**config.mk**
```make
export PLATFORM = sky130hd
export DESIGN_NAME = rtcx_top
export DESIGN_NICKNAME = d
export VERILOG_FILES = /design/src/rtl/rtcx_pkg.sv /design/src/rtl/rtcx_index_port.sv /design/src/rtl/rtcx_rate_gen.sv /design/src/rtl/rtcx_irq_ctrl.sv /design/src/rtl/rtcx_top.sv
export SDC_FILE = /design/constraint.sdc
export NUM_CORES = 1
export LEC_CHECK = 0
export CORE_ASPECT_RATIO = 0.8
export CORE_MARGIN = 8
export CORE_UTILIZATION = 35
export DETAILED_ROUTE_END_ITERATION = 10
export GPL_ROUTABILITY_DRIVEN = 0
export HOLD_SLACK_MARGIN = 0.02
export PLACE_DENSITY_LB_ADDON = 0.08
export SETUP_SLACK_MARGIN = 0.1
export SLEW_MARGIN = 20
export SYNTH_ARGS = -nofsm -noshare
export SYNTH_HDL_FRONTEND = slang
export SYNTH_SLANG_ARGS = --single-unit
```
**constraint.sdc**
```tcl
create_clock -name clk -period 4.4 [get_ports clk]
set_input_delay 0.44 -clock clk [delete_from_list [all_inputs] [get_ports clk]]
set_output_delay 0.44 -clock clk [all_outputs]
set_load 0.03 [all_outputs]
```
**src/rtl/rtcx_pkg.sv**
```systemverilog
package rtcx_pkg;

  localparam logic [7:0] RTCX_IDX_RATE  = 8'h0A;
  localparam logic [7:0] RTCX_IDX_CTRL  = 8'h0B;
  localparam logic [7:0] RTCX_IDX_FLAG  = 8'h0C;
  localparam logic [7:0] RTCX_IDX_STAT  = 8'h0D;
  localparam logic [7:0] RTCX_STAT_VAL  = 8'h80;
  localparam int         RTCX_PIE_BIT   = 6;

  // Tick period in base cycles for a rate code; 0 means stopped.
  function automatic logic [31:0] rtcx_period(input logic [3:0] code);
    if (code == 4'd0) return 32'd0;
    return 32'd1 << (code - 4'd1);
  endfunction

  // Data-port read value for a given selected index.
  function automatic logic [7:0] rtcx_read_mux(input logic [7:0] sel,
                                               input logic [7:0] rate_reg,
                                               input logic [7:0] ctrl_reg,
                                               input logic       irqf,
                                               input logic       pf);
    case (sel)
      RTCX_IDX_RATE: return rate_reg;
      RTCX_IDX_CTRL: return ctrl_reg;
      RTCX_IDX_FLAG: return {irqf, pf, 6'b0};
      RTCX_IDX_STAT: return RTCX_STAT_VAL;
      default:       return 8'h00;
    endcase
  endfunction

endpackage

```
**src/rtl/rtcx_index_port.sv**
```systemverilog
module rtcx_index_port
  import rtcx_pkg::*;
#(
  parameter int IDX_W = 7
) (
  input  logic             clk,
  input  logic             rst_n,
  input  logic             idx_wr,
  input  logic             data_acc,
  input  logic [7:0]       wdata,
  output logic [IDX_W-1:0] idx,
  output logic             nmi_dis
);

  localparam logic [IDX_W-1:0] FALLBACK = IDX_W'(RTCX_IDX_STAT);

  always_ff @(posedge clk) begin
    if (!rst_n) begin
      idx     <= FALLBACK;
      nmi_dis <= 1'b0;
    end else if (idx_wr) begin
      idx     <= wdata[IDX_W-1:0];
      nmi_dis <= wdata[7];
    end else if (data_acc) begin
      idx     <= FALLBACK;
    end
  end

endmodule

```
**src/rtl/rtcx_rate_gen.sv**
```systemverilog
module rtcx_rate_gen
  import rtcx_pkg::*;
#(
  parameter int CNT_W = 16
) (
  input  logic       clk,
  input  logic       rst_n,
  input  logic [3:0] code,
  input  logic       restart,
  output logic       tick
);

  logic [CNT_W-1:0] cnt;
  logic [31:0]      period;
  logic [CNT_W-1:0] limit;
  logic             running;

  always_comb begin
    period  = rtcx_period(code);
    limit   = CNT_W'(period - 32'd1);
    running = (code != 4'd0);
  end

  assign tick = running && (cnt == limit);

  always_ff @(posedge clk) begin
    if (!rst_n) begin
      cnt <= '0;
    end else if (restart || !running || tick) begin
      cnt <= '0;
    end else begin
      cnt <= cnt + 1'b1;
    end
  end

endmodule

```
**src/rtl/rtcx_irq_ctrl.sv**
```systemverilog
module rtcx_irq_ctrl (
  input  logic clk,
  input  logic rst_n,
  input  logic tick,
  input  logic pie,
  input  logic clr,
  output logic pf,
  output logic irqf
);

  always_ff @(posedge clk) begin
    if (!rst_n) begin
      pf   <= 1'b0;
      irqf <= 1'b0;
    end else begin
      if (tick)      pf <= 1'b1;
      else if (clr)  pf <= 1'b0;
      if (tick && pie) irqf <= 1'b1;
      else if (clr)    irqf <= 1'b0;
    end
  end

endmodule

```
**src/rtl/rtcx_top.sv**
```systemverilog
module rtcx_top
  import rtcx_pkg::*;
#(
  parameter int IDX_W = 7,
  parameter int CNT_W = 16
) (
  input  logic       clk,
  input  logic       rst_n,
  input  logic       bus_wr,
  input  logic       bus_rd,
  input  logic       bus_sel,
  input  logic [7:0] bus_wdata,
  output logic [7:0] bus_rdata,
  output logic       irq_o,
  output logic       nmi_dis_o
);

  logic             idx_wr, data_wr, data_rd, data_acc;
  logic [IDX_W-1:0] idx;
  logic [7:0]       idx8;
  logic [7:0]       rate_reg, ctrl_reg;
  logic             tick, pie, pf, irqf, flag_clr, rate_restart;
  logic [3:0]       rate_code;

  assign idx_wr   = bus_wr && !bus_sel;
  assign data_wr  = bus_wr && bus_sel;
  assign data_rd  = bus_rd && bus_sel;
  assign data_acc = data_wr || data_rd;
  assign idx8     = 8'(idx);

  rtcx_index_port #(.IDX_W(IDX_W)) u_index (
    .clk(clk), .rst_n(rst_n), .idx_wr(idx_wr), .data_acc(data_acc),
    .wdata(bus_wdata), .idx(idx), .nmi_dis(nmi_dis_o)
  );

  always_ff @(posedge clk) begin
    if (!rst_n) begin
      rate_reg <= 8'h00;
      ctrl_reg <= 8'h00;
    end else if (data_wr) begin
      if (idx8 == RTCX_IDX_RATE) rate_reg <= bus_wdata;
      if (idx8 == RTCX_IDX_CTRL) ctrl_reg <= bus_wdata;
    end
  end

  assign rate_code    = rate_reg[3:0];
  assign pie          = ctrl_reg[RTCX_PIE_BIT];
  assign rate_restart = data_wr && (idx8 == RTCX_IDX_RATE);
  assign flag_clr     = data_rd && (idx8 == RTCX_IDX_FLAG);

  rtcx_rate_gen #(.CNT_W(CNT_W)) u_rate (
    .clk(clk), .rst_n(rst_n), .code(rate_code),
    .restart(rate_restart), .tick(tick)
  );

  rtcx_irq_ctrl u_irq (
    .clk(clk), .rst_n(rst_n), .tick(tick), .pie(pie),
    .clr(flag_clr), .pf(pf), .irqf(irqf)
  );

  assign irq_o     = irqf;
  assign bus_rdata = data_rd ? rtcx_read_mux(idx8, rate_reg, ctrl_reg, irqf, pf)
                             : 8'h00;

endmodule

```
==> results_dict.tcl, run 1 <==
set metrics [dict create \
    use_met2_pct 17.9 \
    ys_seq_area_share_pct 31.7 \
    vias_per_cell 5.49 \
    cts.sink_count 42 \
    hold_viol_final 0 \
    grt_setup_unrepaired "false" \
    most_common_flop_cell_mapped_by_yosys "dfxtp_1" \
    timing.slew.headroom_pct 41.5 \
    max_cap_viol_count 0 \
    critical-path-max-stage-delay_ps 720 \
    finalClockSkew_ps 5.29 \
    dieArea_sq_um 10600 \
    grt_first_pass_wirelength_um 11100 \
    drt_iter0_drc 129 \
    synthesis.instances 303 \
    required_ps 4560 \
    num_antenna_cells 0 \
    clk-insertion-delay-late_ps 290 \
    synth_largest_type_area_fraction_pct 31.7 \
    hold_path_class "flop to flop" \
    grt.met3_usage_pct 2.95 \
    peak_vdd_ir_mv 0.156 \
    power.density_cell_area_nw_per_um2 231 \
    async_set_or_reset_register_ratio_after_synthesis_pct 0 \
    critical_path.startpoint_type "flop" \
    netlist_area_sq_um 2650 \
    grt.busiest_layer "met1" \
    share_of_total_power_in_combinational_logic_pct 6.4 \
    clock_power_share_pct 36.3 \
    dpl_cell_area_sq_um 2840 \
    floorplan.rows 28 \
    critPathCaptureType "flop" \
    crit_path_top_delay_cell "dfxtp_1" \
    place.port_buffers 22 \
    yosys_warnings 0 \
    final.setup.tns_ps 0 \
    worst_path_dominant_cell_family "simple AND/OR/NAND/NOR gates" \
    clk_pin_slew_ps 80 \
    final.hold.worst_slack_ps 483 \
    flow.area_growth_from_synthesis_pct 10.1 \
    syn_nets 318 \
    start_util_pct 36.1 \
    ctsRootBufferMaster "clkbuf_8" \
    edff_count_synth 0 \
    final_net_count 326 \
    grt.met1_usage_pct 19.4 \
    timing_worst_slew_pin_value_ps 870 \
    antenna_found_initial 0 \
    die-height_um 93.9 \
    crit_path_cell_trace "or4b_4 > ha_1 > or3b_2 > a21oi_1 > or3_1 > a211oi_1 > and4_1 > a211oi_1" \
    totalWireLength_um 6670 \
    cellInternalPower_uw 515 \
    critPathBufInv 0 \
    io_pins 23 \
    h-tree-depth 2 \
    time_the_final_worst_path_needs_with_i_o_delays_and_setup_ps 3330 \
    grt_pass1_vias 2023 \
    final_layout_size_suffix_gt1_share_pct 6.43 \
    largest_reg_flops 16 \
    synth.top_cells.by_area "dfxtp_1 32%, mux2i_1 8.3%, nor2b_1 5.9%" \
    yosysUniqueCellTypes 55 \
    postCtsHoldBufs 0 \
    power.switching_fraction_pct 23.7 \
    max-clock-path-buffers 2 \
    vias 2203 \
    post-synth-top-count-cell "dfxtp_1" \
    status "finished clean" \
    ys_ff_latch 42 \
    global_route.overflow_total 0 \
    max_fanout_on_critical_path 19 \
    net-switching-power_uw 160 \
    largest_net_degree_at_the_start_of_global_routing 30 \
    synth.top_cells.by_count "42 x dfxtp_1, 25 x nor2b_1, 22 x mux2i_1" \
    tritoncts "done" \
    drt_pass1_iterations 4 \
    coreArea_sq_um 7360 \
    post-route-cell-area_sq_um 2920 \
    drc 0 \
    final_min_period_over_clock_period_pct 75.7 \
    fillCellCount 777 \
    global_route.usage.total_pct 12.9 \
    total_half_perimeter_wirelength_after_legalization_and_detailed_placement_um 4890 \
    avgRoutedWirePerCell_um 16.6 \
    max_freq_mhz 300 \
    cts_resized 0 \
    power.total_uw 674 \
    power.static_leakage_uw 0.000962 \
    worst_setup_path_class "flop to flop" \
    path_common_cell "a211oi_1" \
    layout.cells.non_filler 401 \
    die_x_um 113 \
    seq_power_share_pct 57.2 \
    numCtsBuffers 5 \
    synthesis.area_per_instance_sq_um 8.75 \
    cp.arrival_ps 3490 \
    final_max_tran_viols 0 \
    post-cts-setup-buffer-count 0 \
    synth_largest_area_cell "dfxtp_1" \
    timing.final.setup_violations 0 \
    post-place-cells 394 \
    route.antenna.remaining_nets 0 \
]
[logic make-up after synthesis]
family	after synthesis	synth area share (%)
buffers and inverters	32	7.69
AO/OA/AOI/OAI	63	17.9
adder cells (fa/ha/maj)	2	0.943
flip-flops	42	31.7
multiplexers	22	8.30
AND/OR/NAND/NOR	122	26.9
XOR/XNOR	20	6.60
[routing by layer]
| metal | up-vias | routed length, um |
|---|---|---|
| met5 | - | 0 |
| met4 | 0 | 57 |
| met3 | 5 | 221 |
| met2 | 34 | 2750 |
| met1 | 1037 | 3650 |
| li1 | 1127 | - |
[cell type report]
| class | instances | area [sq um] | area share, % |
|---|---|---|---|
| sequential | 42 | 841 | 28.8 |
| multi-input combinational | 229 | 1610 | 55.0 |
| timing repair buffer | 27 | 258 | 8.82 |
| inverter | 6 | 22.5 | 0.771 |
| tap | 90 | 113 | 3.85 |
| clock buffer | 6 | 72.6 | 2.48 |
| clock inverter | 1 | 7.51 | 0.257 |
[final timing paths]
path / startpoint / end / slack [ps] / cells after the start
max reg2reg: rate_reg[0] / u_rate.cnt[10] / 1070 / 8
min: u_index.nmi_dis / u_index.nmi_dis / 480 / 2
min reg2reg: u_index.nmi_dis / u_index.nmi_dis / 480 / 2
max: rate_reg[0] / u_rate.cnt[10] / 1070 / 8
[tightest hold or removal path, stage by stage, from the launching register on]
cell and delay, ps:
dfxtp_1 320, nand2_1 50, a21boi_0 70
[power by group through the flow]
stage | sequential (uW) | combinational (uW) | clock (uW)
2_1_floorplan | 394 | 23.2 | 0
3_5_place_dp | 395 | 43.3 | 0
6_report | 386 | 43.5 | 245
4_1_cts | 386 | 43.6 | 255
3_3_place_gp | 395 | 43.8 | 0
5_1_grt | 386 | 46.7 | 273
[per-stage QoR]
| step | utilization, % | worst slack, ps |
|---|---|---|
| after detailed placement | 38.6 | 1120 |
| final | 39.7 | 1070 |
| after floorplan | - | 1760 |
| after global routing | 39.7 | 812 |
| after CTS | 39.7 | 1090 |
| after global placement | 38.6 | 1150 |
[layout by cell type (no fill, tap or decap), types with 3 or more instances in the layout]
master / netlist / layout
mux2i_1: 22 / 22
o21ai_0: 3 / 3
clkbuf_8: 0 / 5
clkdlybuf4s50_1: 0 / 22
xnor2_1: 10 / 10
nor2b_1: 25 / 25
dfxtp_1: 42 / 42
and3_1: 10 / 10
o22ai_1: 4 / 4
nand3_1: 11 / 11
nor3b_1: 3 / 3
a211oi_1: 17 / 17
a21o_1: 3 / 3
xor2_1: 10 / 10
nand4_1: 6 / 6
a22oi_1: 5 / 5
nor2_1: 19 / 19
or3b_2: 3 / 3
nand2b_1: 4 / 4
inv_1: 6 / 6
buf_4: 5 / 5
a21oi_1: 7 / 7
nor3_1: 10 / 10
nand2_1: 15 / 15
Note: power is estimated with default switching activity, not from simulation.
==> run 2, diff against run 1 <==
==> constraint.sdc (replaced) <==
create_clock -name clk -period 3 [get_ports clk]
set_input_delay 0.3 -clock clk [delete_from_list [all_inputs] [get_ports clk]]
set_output_delay 0.3 -clock clk [all_outputs]
set_load 0.03 [all_outputs]
==> run 2 against run 1 <==
Effect of this change:
- total power increased by 49%
- worst setup slack got worse by 770 ps
- final area is 2.5% higher
- clock-buffer cell count is the same
- sequential share of layout area down 0.71 points
- die area did not move
- core utilization rose by 1.0 points
- critical endpoint is now u_rate.cnt[11]
- highest routed layer unchanged
==> results_dict.tcl, run 2 (synthesis results as in run 1) <==
set metrics [dict create \
    start_util_pct 36.1 \
    clk_pin_slew_ps 90 \
    final_layout_size_suffix_gt1_share_pct 9.40 \
    time_the_final_worst_path_needs_with_i_o_delays_and_setup_ps 2710 \
    vias_per_cell 5.49 \
    crit_path_top_delay_cell "or4b_4" \
    max_cap_viol_count 0 \
    drc 0 \
    ctsRootBufferMaster "clkbuf_8" \
    cts.sink_count 42 \
    dieArea_sq_um 10600 \
    required_ps 3210 \
    largest_reg_flops 16 \
    final_min_period_over_clock_period_pct 90.2 \
    critPathBufInv 3 \
    antenna_found_initial 0 \
    worst_path_dominant_cell_family "compound AO/OA/AOI/OAI gates" \
    critical_path.reg2reg.startpoint "rate_reg[1]" \
    share_of_total_power_in_combinational_logic_pct 6.6 \
    die-height_um 93.9 \
    crit_cells 11 \
    cts_resized 9 \
    vias 2245 \
    grt_pass1_vias 2150 \
    final_net_count 333 \
    num_antenna_cells 0 \
    seq_power_share_pct 56.3 \
    placement.setup.worst_slack_ps 293 \
    max_fanout_on_critical_path 15 \
    area_taken_by_multi_input_logic_gates_sq_um 1620 \
    layout_common_cells "42 x dfxtp_1, 25 x nor2b_1, 22 x mux2i_1" \
    post-cts-setup-buffer-count 0 \
    grt_setup_unrepaired "false" \
    critical_path.startpoint_type "flop" \
    path_common_cell "buf_4" \
    layout.cells.most_common "dfxtp_1" \
    timing.slew.headroom_pct 36.9 \
    power.switching_fraction_pct 24.3 \
    numCtsBuffers 5 \
    finalClockSkew_ps 9.18 \
    post-place-cells 401 \
    crit_path_cell_trace "or4b_4 > ha_1 > buf_4 > nand2_1 > o31a_1 > o22ai_1 > o31ai_1 > buf_4 > nor2_1 > buf_4 > a211oi_1" \
    flow.area_growth_from_synthesis_pct 12.9 \
    global_route.usage.total_pct 13.3 \
    total_half_perimeter_wirelength_after_legalization_and_detailed_placement_um 4980 \
    h-tree-depth 2 \
    critPathCaptureType "flop" \
    max-clock-path-buffers 2 \
    largest_net_degree_at_the_start_of_global_routing 29 \
    die_x_um 113 \
    drt_pass1_iterations 5 \
    status "finished clean" \
    cp-endpoint "u_rate.cnt[11]" \
    peak_vdd_ir_mv 0.177 \
    drt_iter0_drc 134 \
    net-switching-power_uw 244 \
    cp.arrival_ps 2910 \
    floorplan.rows 28 \
    seqCellArea_sq_um 841 \
    rrSetupSlack_ps 290 \
    critical_path_startpoint "rate_reg[1]" \
    grt_first_pass_wirelength_um 11400 \
    route.antenna.remaining_nets 0 \
    final_max_tran_viols 0 \
    clk-insertion-delay-late_ps 300 \
    totalWireLength_um 6820 \
    final.setup.tns_ps 0 \
    postCtsHoldBufs 0 \
    hold_viol_final 0 \
    avgRoutedWirePerCell_um 16.7 \
    fillCellCount 788 \
    timing_worst_slew_pin_value_ps 937 \
    place.port_buffers 22 \
    hold_path_class "flop to flop" \
    worst_setup_path_class "flop to flop" \
    r2r_cells 11 \
    coreArea_sq_um 7360 \
    tritoncts "done" \
    timing.final.ws_setup_ps 294 \
    critical-path-max-stage-delay_ps 550 \
    global_route.overflow_total 0 \
    power.density_cell_area_nw_per_um2 336 \
    io_pins 23 \
    layout.cells.non_filler 409 \
    power.static_leakage_uw 0.00105 \
    clock_power_share_pct 37.1 \
    cellInternalPower_uw 761 \
    timing.final.setup_violations 0 \
    power.total_uw 1010 \
    max_freq_mhz 370 \
    reg2reg_to "u_rate.cnt[11]" \
]
-- run 2: cell types whose count changed in the layout (fill, tap and decap cells not counted) --
cell             before  now
nor3_2                0    1
a2111oi_0             2    0
clkinv_4              0    1
nand3_1              11   10
clkinvlp_4            1    0
a2111oi_1             0    2
dlygate4sd2_1         0    8
buf_12                0    1
buf_4                 5   11
nor3_1               10    9
clkinv_2              0    1
nand3_2               0    1
clkdlybuf4s50_1      22   14
-- run 2: worst min-delay path by stage --
stage	start	endpoint	cells past startpoint
after floorplan	bus_wdata[0]	u_index.idx[0]	2
after global placement	u_index.nmi_dis	u_index.nmi_dis	2
after detailed placement	u_index.nmi_dis	u_index.nmi_dis	2
after CTS	u_index.nmi_dis	u_index.nmi_dis	2
after global routing	u_index.nmi_dis	u_index.nmi_dis	2
final	u_index.nmi_dis	u_index.nmi_dis	2
-- run 2: cell type report --
type                            instances  share of cell area [%]
Clock inverter                          2                   0.459
Clock buffer                            6                    2.42
Multi-Input combinational cell        229                    54.1
Sequential cell                        42                    28.1
Tap cell                               90                    3.76
Inverter                                6                   0.752
Timing Repair Buffer                   34                    10.4
-- run 2: per-stage QoR --
stage,hold slack [ps],cell area [sq um],util (%)
6_report,472,3000,40.7
5_1_grt,491,3000,40.7
4_1_cts,474,2990,40.6
3_5_place_dp,461,2910,39.5
3_3_place_gp,457,2910,39.5
2_1_floorplan,424,2650,-
-- run 2: tightest hold or removal path, cell delays in order, from the launching register on --
cell and delay, ps:
dfxtp_1 320, nand2_1 50, a21boi_0 60
-- run 2: power groups by stage --
stage	Clock [uW]	Sequential [uW]	Combinational (uW)
5_1_grt	409	567	72.3
6_report	373	566	66.8
3_3_place_gp	0	579	67.7
4_1_cts	388	566	67.2
2_1_floorplan	0	577	34.0
3_5_place_dp	0	579	67.4
-- run 2: routing by layer --
metal,routed length [um],vias to the layer above,GRT usage [%]
li1,-,1145,-
met1,3520,1037,19.7
met2,2760,57,19.3
met3,495,6,2.50
met4,49,0,2.65
met5,0,-,0
==> run 3, diff against run 2 <==
--- a/config.mk
+++ b/config.mk
@@ -7,7 +7,7 @@
 export LEC_CHECK = 0
 export CORE_ASPECT_RATIO = 0.8
 export CORE_MARGIN = 8
-export CORE_UTILIZATION = 35
+export CORE_UTILIZATION = 52
 export DETAILED_ROUTE_END_ITERATION = 10
 export GPL_ROUTABILITY_DRIVEN = 0
 export HOLD_SLACK_MARGIN = 0.02
==> run 3 against run 2 <==
Effect of this change:
- cell count shrank 6.6%
- clock power shrank 5%
- global-route usage is 4.1 points higher
- via count grew 1.8%
- sequential cell count stayed put
- combinational power hardly changed
- largest power group unchanged
- highest routed layer unchanged
==> results_dict.tcl, run 3 (synthesis results as in run 1) <==
set metrics [dict create \
    largest_net_degree_at_the_start_of_global_routing 30 \
    ctsRootBufferMaster "clkbuf_8" \
    vias_per_cell 5.98 \
    antenna_found_initial 0 \
    grt_pass1_vias 2096 \
    layout.cells.most_common "dfxtp_1" \
    hold_viol_final 0 \
    final_max_tran_viols 0 \
    critical_path.startpoint_type "flop" \
    finalClockSkew_ps 7.53 \
    final.hold.worst_slack_ps 476 \
    clk_pin_slew_ps 80 \
    totalWireLength_um 6330 \
    route.antenna.remaining_nets 0 \
    post-route-cell-area_sq_um 2990 \
    drt_iter0_drc 212 \
    cp.arrival_ps 2880 \
    coreArea_sq_um 4950 \
    cts.sink_count 42 \
    timing.final.ws_setup_ps 270 \
    timing_worst_slew_pin_value_ps 653 \
    worst_setup_path_class "flop to flop" \
    global_route.overflow_total 0 \
    h-tree-depth 2 \
    placement.setup.worst_slack_ps 39.2 \
    numCtsBuffers 5 \
    hold_path_class "flop to flop" \
    power.static_leakage_uw 0.00111 \
    start_util_pct 53.6 \
    drc 0 \
    die_x_um 95.9 \
    tritoncts "done" \
    dpl_cell_area_sq_um 2870 \
    floorplan.rows 23 \
    time_the_final_worst_path_needs_with_i_o_delays_and_setup_ps 2730 \
    max_freq_mhz 366 \
    power.density_cell_area_nw_per_um2 331 \
    timing.slew.headroom_pct 56.4 \
    grt_first_pass_wirelength_um 10700 \
    drt_pass1_iterations 4 \
    io_pins 23 \
    die-height_um 79.9 \
    max-clock-path-buffers 2 \
    final.setup.tns_ps 0 \
    avgRoutedWirePerCell_um 16.6 \
    required_ps 3150 \
    largest_reg_flops 16 \
    holdCritStartpoint "u_index.nmi_dis" \
    layout_common_cells "42 x dfxtp_1, 25 x nor2b_1, 22 x mux2i_1" \
    total_half_perimeter_wirelength_after_legalization_and_detailed_placement_um 4550 \
    peak_vdd_ir_mv 0.282 \
    num_antenna_cells 0 \
    power.total_uw 988 \
    timing.final.setup_violations 0 \
    max_fanout_on_critical_path 10 \
    grt_setup_unrepaired "false" \
    vias 2285 \
    clk-insertion-delay-late_ps 290 \
    final_layout_size_suffix_gt1_share_pct 10.6 \
    max_cap_viol_count 0 \
    flow.area_growth_from_synthesis_pct 12.5 \
    critical_path.reg2reg.startpoint "rate_reg[2]" \
    final_net_count 335 \
    place.port_buffers 22 \
    critPathCaptureType "flop" \
    final_min_period_over_clock_period_pct 91.0 \
    dieArea_sq_um 7660 \
    critical_path_startpoint "rate_reg[2]" \
    status "finished clean" \
    global_route.usage.total_pct 17.4 \
]
[run 3: final timing paths]
kind              cells past startpoint  slack, ps         endpoint
hold / removal                        2        480  u_index.nmi_dis
setup / recovery                      9        270    u_rate.cnt[0]
hold reg to reg                       2        480  u_index.nmi_dis
setup reg to reg                      9        270    u_rate.cnt[0]
[run 3: what timing repair did]
item | 4_1_cts | 5_1_grt
gates resized for setup | 6 | 9
endpoints found under the setup margin | 21 | 22
hold buffers | 0 | 0
pin swaps | 0 | 1
buffers inserted | 0 | 1
[run 3: layout make-up]
cell class | instances | area, sq um
fill | 469 | 1960
multi-input combinational | 229 | 1630
sequential | 42 | 841
timing repair buffer | 36 | 334
tap | 62 | 77.6
clock buffer | 6 | 72.6
inverter | 6 | 22.5
clock inverter | 1 | 7.51
[run 3: per-layer routing]
layer,vias to the layer above,global-route usage (%),wire length [um]
li1,1154,-,-
met1,1066,26.0,3320
met2,63,24.0,2580
met3,2,3.95,396
met4,0,4.59,31
met5,-,0,0
[run 3: stage by stage]
stage          util (%)  instances
2_1_floorplan         -        303
3_3_place_gp       57.9        374
3_5_place_dp       57.9        374
4_1_cts            59.6        381
5_1_grt            60.3        382
6_report           60.3        382
[run 3: power by group]
part           total [uW]  switching (uW)  internal, uW  leakage (uW)
Combinational        66.5            30.5          36.1      0.000738
Clock                 356             196           160     0.0000373
Sequential            565            4.59           561      0.000339
[run 3: critical path, cell delays in order (launching register included)]
cell      delay (ps)
dfxtp_1          330
or4b_4           520
ha_1             250
buf_4            180
inv_1            120
nand3_1          140
and3_1           220
a311oi_2         320
and3_1           370
a211oi_1         120
